==> config.mk <==
export PLATFORM = sky130hd
export DESIGN_NAME = cascade_irq_ctrl
export DESIGN_NICKNAME = d
export VERILOG_FILES = /design/src/rtl/cirq_pkg.sv /design/src/rtl/cirq_leaf.sv /design/src/rtl/cirq_master.sv /design/src/rtl/cirq_regmux.sv /design/src/rtl/cascade_irq_ctrl.sv
export SDC_FILE = /design/constraint.sdc
export NUM_CORES = 2
export LEC_CHECK = 0
export BUFFER_PORTS_ARGS = -buffer_cell sky130_fd_sc_hd__buf_2
export CAP_MARGIN = 10
export CELL_PAD_IN_SITES_DETAIL_PLACEMENT = 1
export CELL_PAD_IN_SITES_GLOBAL_PLACEMENT = 2
export CORE_UTILIZATION = 38
export CTS_BUF_LIST = sky130_fd_sc_hd__clkbuf_16
export DETAILED_ROUTE_END_ITERATION = 16
export PLACE_DENSITY_LB_ADDON = 0.08
export SLEW_MARGIN = 5
export SYNTH_ARGS = -nofsm -noshare
export SYNTH_HDL_FRONTEND = slang
export SYNTH_SLANG_ARGS = --single-unit
==> constraint.sdc <==
create_clock -name clk -period 4.1 [get_ports clk]
set_input_delay 0.205 -clock clk [delete_from_list [all_inputs] [get_ports clk]]
set_output_delay 0.205 -clock clk [all_outputs]
set_load 0.03 [all_outputs]
==> src/rtl/cirq_pkg.sv <==
package cirq_pkg;
  localparam int DW      = 32;
  localparam int NGRP    = 11;
  localparam int GW      = 4;
  localparam int ADDR_W  = 9;
  localparam logic [ADDR_W-1:0] MASTER_ADDR = 9'h100;

  // register selector inside one group
  typedef enum logic [1:0] {
    SEL_STATUS = 2'd0,
    SEL_MASK   = 2'd1,
    SEL_IDENT  = 2'd2,
    SEL_ENABLE = 2'd3
  } leaf_sel_e;

  typedef struct packed {
    logic            grp_hit;
    logic            mst_hit;
    logic [GW-1:0]   grp;
    leaf_sel_e       sel;
  } dec_t;

  function automatic dec_t decode_addr(input logic [ADDR_W-1:0] a);
    dec_t d;
    d.grp     = a[7:4];
    d.sel     = leaf_sel_e'(a[3:2]);
    d.grp_hit = (a[8] == 1'b0) && (a[1:0] == 2'b00) && (int'(a[7:4]) < NGRP);
    d.mst_hit = (a == MASTER_ADDR);
    return d;
  endfunction

  // fold per-group pending vectors into master summary bits (bit 31 excluded)
  function automatic logic [DW-1:0] fold_summary(input logic [NGRP*DW-1:0] p);
    logic [DW-1:0] s;
    s     = '0;
    s[0]  = |p[0*DW      +: 16];
    s[1]  = |p[0*DW + 16 +: 16];
    s[2]  = |p[1*DW      +: 16];
    s[3]  = |p[1*DW + 16 +: 16];
    s[4]  = |p[2*DW      +: 16];
    s[6]  = |p[3*DW      +: 16];
    s[16] = |p[4*DW      +: DW];
    s[17] = |p[5*DW      +: DW];
    s[18] = |p[6*DW      +: DW];
    s[20] = |p[7*DW      +: DW];
    s[22] = |p[8*DW      +: DW];
    s[23] = |p[9*DW      +: DW];
    s[30] = |p[10*DW     +: DW];
    return s;
  endfunction
endpackage

==> src/rtl/cirq_leaf.sv <==
module cirq_leaf
  import cirq_pkg::*;
(
  input  logic          clk,
  input  logic          rst,
  input  logic [DW-1:0] evt,
  input  logic          wr_mask,
  input  logic          wr_ident,
  input  logic          wr_enable,
  input  logic [DW-1:0] wdata,
  output logic [DW-1:0] mask_q,
  output logic [DW-1:0] ident_q,
  output logic [DW-1:0] enable_q,
  output logic [DW-1:0] pend_q,
  output logic [DW-1:0] pend_nx
);
  logic [DW-1:0] arm_hits;   // events that pass the mask this cycle
  logic [DW-1:0] clr_bits;   // bits software asks to clear this cycle
  logic [DW-1:0] ident_nx, mask_nx, enable_nx;

  always_comb begin
    arm_hits  = evt & ~mask_q;
    clr_bits  = wr_ident ? wdata : '0;
    ident_nx  = (ident_q & ~clr_bits) | arm_hits;
    mask_nx   = wr_mask   ? wdata : mask_q;
    enable_nx = wr_enable ? wdata : enable_q;
    pend_q    = ident_q & enable_q;
    pend_nx   = ident_nx & enable_nx;
  end

  always_ff @(posedge clk) begin
    if (rst) begin
      mask_q   <= '1;
      ident_q  <= '0;
      enable_q <= '0;
    end else begin
      mask_q   <= mask_nx;
      ident_q  <= ident_nx;
      enable_q <= enable_nx;
    end
  end

  // a bit newly set in identity must have been unmasked
  p_masked_drop_r2: assert property (@(posedge clk) disable iff (rst)
    1'b1 |=> ((ident_q & ~$past(ident_q) & $past(mask_q)) == '0));

  // an unmasked event always lands, even against a clear
  p_event_wins_r4: assert property (@(posedge clk) disable iff (rst)
    (arm_hits != '0) |=> ((ident_q & $past(arm_hits)) == $past(arm_hits)));

  // written ones without a racing event are gone after the write
  p_w1c_r3: assert property (@(posedge clk) disable iff (rst)
    wr_ident |=> ((ident_q & $past(wdata & ~arm_hits)) == '0));

  // mask write stored as written
  p_mask_store_r5: assert property (@(posedge clk) disable iff (rst)
    wr_mask |=> (mask_q == $past(wdata)));
endmodule

==> src/rtl/cirq_master.sv <==
module cirq_master
  import cirq_pkg::*;
(
  input  logic               clk,
  input  logic               rst,
  input  logic [NGRP*DW-1:0] pend_q,
  input  logic [NGRP*DW-1:0] pend_nx,
  input  logic               wr_master,
  input  logic               wbit_en,
  output logic [DW-1:0]      master_rd,
  output logic               irq_o
);
  logic          en_q, en_nx;
  logic [DW-1:0] summ_q, summ_nx;
  logic          any_q, irq_nx;

  always_comb begin
    en_nx     = wr_master ? wbit_en : en_q;
    summ_q    = fold_summary(pend_q);
    summ_nx   = fold_summary(pend_nx);
    any_q     = |summ_q[DW-2:0];
    irq_nx    = en_nx & (|summ_nx[DW-2:0]);
    master_rd = {en_q, summ_q[DW-2:0]};
  end

  always_ff @(posedge clk) begin
    if (rst) begin
      en_q  <= 1'b0;
      irq_o <= 1'b0;
    end else begin
      en_q  <= en_nx;
      irq_o <= irq_nx;
    end
  end

  // the line is never up while the global enable is off
  p_irq_gated_r8: assert property (@(posedge clk) disable iff (rst)
    irq_o |-> en_q);

  // registered line agrees with current enable and summary
  p_irq_level_r8: assert property (@(posedge clk) disable iff (rst)
    1'b1 |=> (irq_o == (en_q && any_q)));

  // master enable takes the written bit
  p_en_store_r7: assert property (@(posedge clk) disable iff (rst)
    wr_master |=> (en_q == $past(wbit_en)));
endmodule

==> src/rtl/cirq_regmux.sv <==
module cirq_regmux
  import cirq_pkg::*;
(
  input  logic               clk,
  input  logic               rst,
  input  logic               reg_wr,
  input  logic [ADDR_W-1:0]  reg_addr,
  input  logic [NGRP*DW-1:0] evt_all,
  input  logic [NGRP*DW-1:0] mask_all,
  input  logic [NGRP*DW-1:0] ident_all,
  input  logic [NGRP*DW-1:0] enable_all,
  input  logic [DW-1:0]      master_rd,
  output logic [NGRP-1:0]    wr_mask,
  output logic [NGRP-1:0]    wr_ident,
  output logic [NGRP-1:0]    wr_enable,
  output logic               wr_master,
  output logic [DW-1:0]      reg_rdata
);
  dec_t dec;

  always_comb begin
    dec       = decode_addr(reg_addr);
    wr_master = reg_wr & dec.mst_hit;
    for (int g = 0; g < NGRP; g++) begin
      wr_mask[g]   = reg_wr & dec.grp_hit & (int'(dec.grp) == g) & (dec.sel == SEL_MASK);
      wr_ident[g]  = reg_wr & dec.grp_hit & (int'(dec.grp) == g) & (dec.sel == SEL_IDENT);
      wr_enable[g] = reg_wr & dec.grp_hit & (int'(dec.grp) == g) & (dec.sel == SEL_ENABLE);
    end
  end

  always_comb begin
    reg_rdata = '0;
    if (dec.mst_hit) begin
      reg_rdata = master_rd;
    end else if (dec.grp_hit) begin
      case (dec.sel)
        SEL_STATUS: reg_rdata = evt_all[int'(dec.grp)*DW +: DW];
        SEL_MASK:   reg_rdata = mask_all[int'(dec.grp)*DW +: DW];
        SEL_IDENT:  reg_rdata = ident_all[int'(dec.grp)*DW +: DW];
        default:    reg_rdata = enable_all[int'(dec.grp)*DW +: DW];
      endcase
    end
  end

  // at most one register write strobe per cycle
  p_one_target_r1: assert property (@(posedge clk) disable iff (rst)
    $onehot0({wr_mask, wr_ident, wr_enable, wr_master}));

  // no strobe without a decoded hit
  p_unmapped_quiet_r9: assert property (@(posedge clk) disable iff (rst)
    (reg_wr && !dec.grp_hit && !dec.mst_hit) |->
      ({wr_mask, wr_ident, wr_enable, wr_master} == '0));
endmodule

==> src/rtl/cascade_irq_ctrl.sv <==
module cascade_irq_ctrl
  import cirq_pkg::*;
(
  input  logic               clk,
  input  logic               rst,
  input  logic               reg_wr,
  input  logic [ADDR_W-1:0]  reg_addr,
  input  logic [DW-1:0]      reg_wdata,
  output logic [DW-1:0]      reg_rdata,
  input  logic [NGRP*DW-1:0] evt_in,
  output logic               irq_o
);
  logic [NGRP-1:0]    wr_mask, wr_ident, wr_enable;
  logic               wr_master;
  logic [NGRP*DW-1:0] mask_all, ident_all, enable_all, pend_q_all, pend_nx_all;
  logic [DW-1:0]      master_rd;

  cirq_regmux u_mux (
    .clk(clk), .rst(rst), .reg_wr(reg_wr), .reg_addr(reg_addr),
    .evt_all(evt_in), .mask_all(mask_all), .ident_all(ident_all),
    .enable_all(enable_all), .master_rd(master_rd),
    .wr_mask(wr_mask), .wr_ident(wr_ident), .wr_enable(wr_enable),
    .wr_master(wr_master), .reg_rdata(reg_rdata)
  );

  for (genvar g = 0; g < NGRP; g++) begin : g_leaf
    cirq_leaf u_leaf (
      .clk(clk), .rst(rst),
      .evt(evt_in[g*DW +: DW]),
      .wr_mask(wr_mask[g]), .wr_ident(wr_ident[g]), .wr_enable(wr_enable[g]),
      .wdata(reg_wdata),
      .mask_q(mask_all[g*DW +: DW]),
      .ident_q(ident_all[g*DW +: DW]),
      .enable_q(enable_all[g*DW +: DW]),
      .pend_q(pend_q_all[g*DW +: DW]),
      .pend_nx(pend_nx_all[g*DW +: DW])
    );
  end

  cirq_master u_mst (
    .clk(clk), .rst(rst), .pend_q(pend_q_all), .pend_nx(pend_nx_all),
    .wr_master(wr_master), .wbit_en(reg_wdata[DW-1]),
    .master_rd(master_rd), .irq_o(irq_o)
  );
endmodule

# --- Word level (Yosys, flattened, before mapping) ---
# Index checks and enable logic that the tools add are counted.
totals:
  word_cells: 224
  in_bits: 396
  register_bits: 1058
classes:
  n_shift: 4
  muxes: 26
  bitwise: 125
  magnitude_cmp: 1
  reduce_logical: 19
  eq_ne: 14
op_table:
  columns: ["cell", "count"]
  rows:
  - ["variable part select 352 x 10 -> 32 bit", 4]
  - ["bitwise AND 32 bit", 40]
  - ["2-to-1 mux 32 bit", 24]
  - ["inverter 32 bit", 22]
  - ["OR 32 bit", 11]
  - ["OR reduction 320 bit", 1]
  - ["OR reduction 32 bit", 7]
  - ["case mux 32 bit (3 select lines)", 1]
  - ["OR reduction 16 bit", 6]
  - ["bitwise AND 16 bit", 4]
  - ["bitwise AND 1 bit", 47]
  - ["== test 4 bit (second input constant)", 7]
  - ["== test 9 bit (second input constant)", 1]
  - ["== test 4 x 3 -> 1 bit (second input constant)", 2]
  - ["== test 2 bit (second input constant)", 2]
  - ["== test 4 x 2 -> 1 bit (second input constant)", 1]
  - ["zero test 2 bit", 2]
  - ["zero test 4 bit", 1]
  - ["less-than comparator 4 bit (second input constant)", 1]
  - ["== test 2 x 1 -> 1 bit (second input constant)", 1]
  - ["logical AND 1 bit", 2]
  - ["2-to-1 mux 1 bit", 1]
  - ["inverter 1 bit", 1]

# --- Depth between registers and ports, before layout ---
depth:
  word_depth: 13
  mapped_depth: 15
  depth_no_buf: 8

# --- By module ---
# A second synthesis with hierarchy kept.
hier_totals:
  hier_cells: 5941
  hier_area_um2: 59019.1
modules_own_cells:
  columns: ["mod", "seq_area_each_um2", "cells_per_inst", "area_each_um2", "instances"]
  rows:
  - ["cirq_leaf", 1921.8, 409, 4076.4, 11]
  - ["cirq_regmux", 0.0, 1204, 12630.9, 1]
  - ["cirq_master", 40.0, 238, 1547.7, 1]

# --- Worst setup path after synthesis ---
# OpenSTA, ideal clock, no wires.
synth_path:
  path_type: "input -> output"
  from: "in reg_addr[5]"
  to: "out reg_rdata[3]"
  arrival_time_ns: 3.258
  setup_slack_ns: 0.637
  path_stages: 11
  n_path_buf: 7
  path_cell_list: "buf_2 > clkbuf_1 > clkbuf_1 > clkbuf_1 > clkbuf_1 > buf_1 > clkbuf_1 > o21ai_0 > nand2_1 > nor2_1 > o32ai_1"
synth_via:
  elab_chain_len: 4
  elab_cells_between_ends: 10
  classes_between: "1 x order compare; 1 x eq/ne; 4 x shift; 3 x mux; 1 x reduce/logical"
synth_lines:
  columns: ["element", "line", "rtl"]
  rows:
  - ["from (decl)", "cascade_irq_ctrl.sv:7", "input logic [ADDR_W-1:0] reg_addr,"]
  - ["variable part select 352 x 10 -> 32 bit, or another cell as far along", "cirq_regmux.sv:40", "default: reg_rdata = enable_all[int'(dec.grp)*DW +: DW];"]
  - ["case mux 32 bit (3 select lines) / logical AND 1 bit (equally long branches)", "cirq_regmux.sv:36, cirq_pkg.sv:27", null]
  - ["2-to-1 mux 32 bit", "cirq_regmux.sv:35", "end else if (dec.grp_hit) begin"]
  - ["2-to-1 mux 32 bit *", "cirq_regmux.sv:33", "if (dec.mst_hit) begin"]
  - ["to (decl)", "cascade_irq_ctrl.sv:9", "output logic [DW-1:0] reg_rdata,"]
# Mark *: on every way between the ends. The rest lies on a longest branch, timed or not.

# --- Final worst setup path ---
layout_path:
  from: "reg g_leaf[6].u_leaf.enable_q[17]"
  to: "out reg_rdata[18]"
layout_via:
  elab_chain_len: 3
layout_lines:
  columns: ["element", "line", "rtl"]
  rows:
  - ["from (decl)", "cirq_leaf.sv:13", "output logic [DW-1:0] enable_q,"]
  - ["from (signal assigned)", "cirq_leaf.sv:39", "enable_q <= enable_nx;"]
  - ["bitwise AND 32 bit", "cirq_leaf.sv:27", "pend_q = ident_q & enable_q;"]
  - ["OR reduction 32 bit", "cirq_pkg.sv:44", "s[18] = |p[6*DW +: DW];"]
  - ["2-to-1 mux 32 bit", "cirq_regmux.sv:33", null]
# Every way passes these cells.

==> results.py <==
metrics = {
    "clock_network": {
        "cts.clk_slew.worst_paths_ns": 0.07,
        "ctsLongestPathBuffers": 3,
        "clock_latency_ns": 0.80,
        "cts-root-buf": "clkbuf_16",
        "htreeDepth": 4,
        "clock-sinks": 1058,
        "cts_made_buffers": 133,
        "cts_tree": "built",
    },
    "flow_run": {
        "maxCapViolCount": 1,
    },
    "global_route": {
        "antenna_found_initial": 83,
        "grt_max_degree": 168,
        "grt_usage": 0.560,
        "first_global_vias": 64800,
        "overflow": 0,
        "grt_pass1_wl_mm": 581,
    },
    "floorplan": {
        "die_width_um": 392,
        "die_y_um": 392,
        "ios": 429,
        "core_area_mm2": 0.150,
        "initial_core_util": 0.385,
        "dieArea_mm2": 0.154,
        "row_count": 142,
    },
    "power": {
        "combPwrFrac": 0.152,
        "clock_power_share": 0.449,
        "ir_drop_v": 0.000424,
        "seqPwrFrac": 0.400,
        "leakagePower_nw": 28.7,
        "net-switching-power_w": 0.00793,
        "powerDensity_mw_per_mm2": 352,
        "p_sw_frac": 0.308,
        "intPower_w": 0.0178,
    },
    "yosys": {
        "syn_inst": 6712,
        "synth_top_area_frac": 0.366,
        "ys_seq_area_frac": 0.366,
        "synth_ff_type": "dfxtp_1",
        "synth_nets": 7108,
        "synthTopCellsByCount": "1058 x dfxtp_1, 932 x nor2_1, 459 x nand2_1, 451 x a21oi_1, 436 x clkbuf_1",
        "synthArstFlopShare": 0,
        "yosysMostFrequentCell": "dfxtp_1",
        "ys_top_cells_by_area": "dfxtp_1 37%, mux4_2 6.7%, mux2i_1 6.7%",
        "synth_cell_types": 83,
        "yosys.area.top_type": "dfxtp_1",
        "synth-edff-count": 0,
        "syn_area_mm2": 0.0579,
        "yosys_warnings": 0,
        "ys_ff_latch": 1058,
        "synth.avg_cell_area_um2": 8.62,
    },
    "timing": {
        "fin_ws_ns": -0.236,
        "slew_viol_final": 2,
        "fin_crit_sh": 1.06,
        "hold_viol": 0,
        "rsz0062_at_grt": "no",
        "clock_skew_ns": 0.0292,
        "slew_headroom": -0.0397,
        "layout_min_cycle_time_ns": 4.34,
        "setup_violations": 2,
        "max_freq_mhz": 231,
        "worst_pin_slew_ns": 1.56,
    },
    "cells_and_area": {
        "drive_gt1_frac": 0.219,
        "instances_no_fill": 9712,
        "final_nets": 7956,
        "syn_to_final_growth_pct": 26.4,
        "fillers": 17400,
    },
    "placement": {
        "gp_congestion": 1.11,
        "portBuffers": 428,
        "dp.cells": 9102,
        "dpl.hpwl_mm": 333,
        "dp_slack_ns": -1.15,
    },
    "min_path": {
        "hold_class": "in2reg",
        "min_to": "g_leaf[6].u_leaf.mask_q[1]",
        "hp-start": "reg_wdata[1]",
        "hold_depth": 4,
    },
    "detailed_routing": {
        "viasPerCell": 7.06,
        "drc": 0,
        "routed_wl_mm": 444,
        "drt_first_pass_iters": 8,
        "drt-wirelength-per-cell_um": 45.7,
        "via_count": 68500,
        "drt_iter0_drc": 11500,
        "drtAntennaViolNets": 0,
    },
    "worst_setup_path": {
        "end_kind": "output pin",
        "r2r_slack_ns": 0.49,
        "reg2regPathDepth": 7,
        "worstPathArrival_ns": 4.13,
        "cpPeakStageDelay_ns": 0.93,
        "worstPathMaxFanout": 3,
        "critPathSlowestCell": "a221oi_1",
        "cp.required_ns": 3.89,
        "crit_chain": "a22o_1, a221oi_1, nand4_1, nor3_1, o22ai_1, buf_4, buf_2",
        "start_kind": "flop",
        "reg2reg_from": "g_leaf[2].u_leaf.ident_q[15]",
        "reg2reg_to": "u_mst.irq_o",
        "crit_type": "reg2out",
    },
    "outcome": {
        "violations": "capacitance limit, slew limit, setup timing",
        "status": "complete, but fails checks",
    },
}
-- how the worst max path moves through the flow --
stage,start,endpoint,slack [ns],cells after the start
final,g_leaf[6].u_leaf.enable_q[17],reg_rdata[18],-0.24,7
after global routing,g_leaf[1].u_leaf.mask_q[20],reg_rdata[20],0.02,13
after CTS,g_leaf[1].u_leaf.mask_q[20],reg_rdata[20],0.12,13
after detailed placement,reg_addr[8],u_mst.irq_o,-1.15,12
after global placement,reg_addr[8],u_mst.irq_o,-1.13,12
after floorplan,reg_addr[5],reg_rdata[3],0.64,11
-- layer usage --
metal  up-vias  track usage  part of all wire
met4        36        0.436             0.095
li1      26300            -                 -
met5         -     0.000638           0.00061
met2      6042        0.756              0.39
met3      1546        0.254              0.15
met1     34600        0.681              0.37
-- metrics by stage --
stage,power [W],hold slack [ns],util,TNS [ns],instance area [um2]
finish,0.0258,0.0153,0.486,-0.341,73200
floorplan,0.0118,0.355,-,0,57900
global placement,0.0139,0.435,0.436,-1.13,65700
detailed placement,0.0139,0.444,0.436,-1.15,65700
CTS,0.0253,0.00329,0.486,0,73100
global route,0.0259,0.0261,0.486,0,73100
-- power groups by stage --
stage               Combinational, W  Sequential (W)  Clock [W]
global placement             0.00334          0.0105          0
floorplan                    0.00131          0.0105          0
finish                       0.00391          0.0103     0.0116
global route                 0.00376          0.0103     0.0119
CTS                          0.00360          0.0103     0.0114
detailed placement           0.00335          0.0105          0
-- repair_timing --
action	CTS	global route
endpoints found under the hold margin	361	0
endpoints found under the setup margin	2	0
hold buffers	339	0
resized for setup	3	0
setup buffers	0	0
-- cell families after synthesis --
kind of cell / Yosys count / synth area share
DFF: 1058 / 0.366
AOI/OAI and AO/OA: 1841 / 0.217
and+or+nand+nor: 2221 / 0.182
muxes: 800 / 0.181
buffers and inverters: 792 / 0.0546
-- cells in the final DEF, fill, tap and decap left out, drive strengths merged, types with 112 or more instances in the layout --
cell type / count
a21oi: 451
nor2: 932
mux4: 173
inv: 190
buf: 1006
dlygate4sd3: 339
dfxtp: 1058
mux2: 240
nand4: 207
nor2b: 266
clkbuf: 137
mux2i: 387
and2: 164
a22o: 112
nand2: 459
o21ai: 424
a22oi: 135
-- critical path, delay by kind of cell, from the launching register on --
family,cells,cell delay [ns]
and+or+nand+nor,2,1.17
DFF,1,0.35
buffers and inverters,2,0.36
AOI/OAI and AO/OA,3,1.46
-- registers in the layout, indices dropped and copies added (netlist names) --
register                flops
g_leaf.u_leaf.enable_q    352
g_leaf.u_leaf.ident_q     352
g_leaf.u_leaf.mask_q      352
u_mst.en_q                  1
u_mst.irq_o                 1
-- cell type report --
cell class / instances / area [um2] / share of cell area
Multi-Input combinational cell: 4862 / 33800 / 0.462
Tap cell: 2016 / 2520 / 0.0345
Inverter: 158 / 603 / 0.00824
Antenna cell: 44 / 110 / 0.00150
Sequential cell: 1058 / 21200 / 0.289
Clock buffer: 135 / 3380 / 0.0462
Timing Repair Buffer: 1347 / 11000 / 0.150
Clock inverter: 92 / 627 / 0.00857
(Power assumes the default switching activity.)
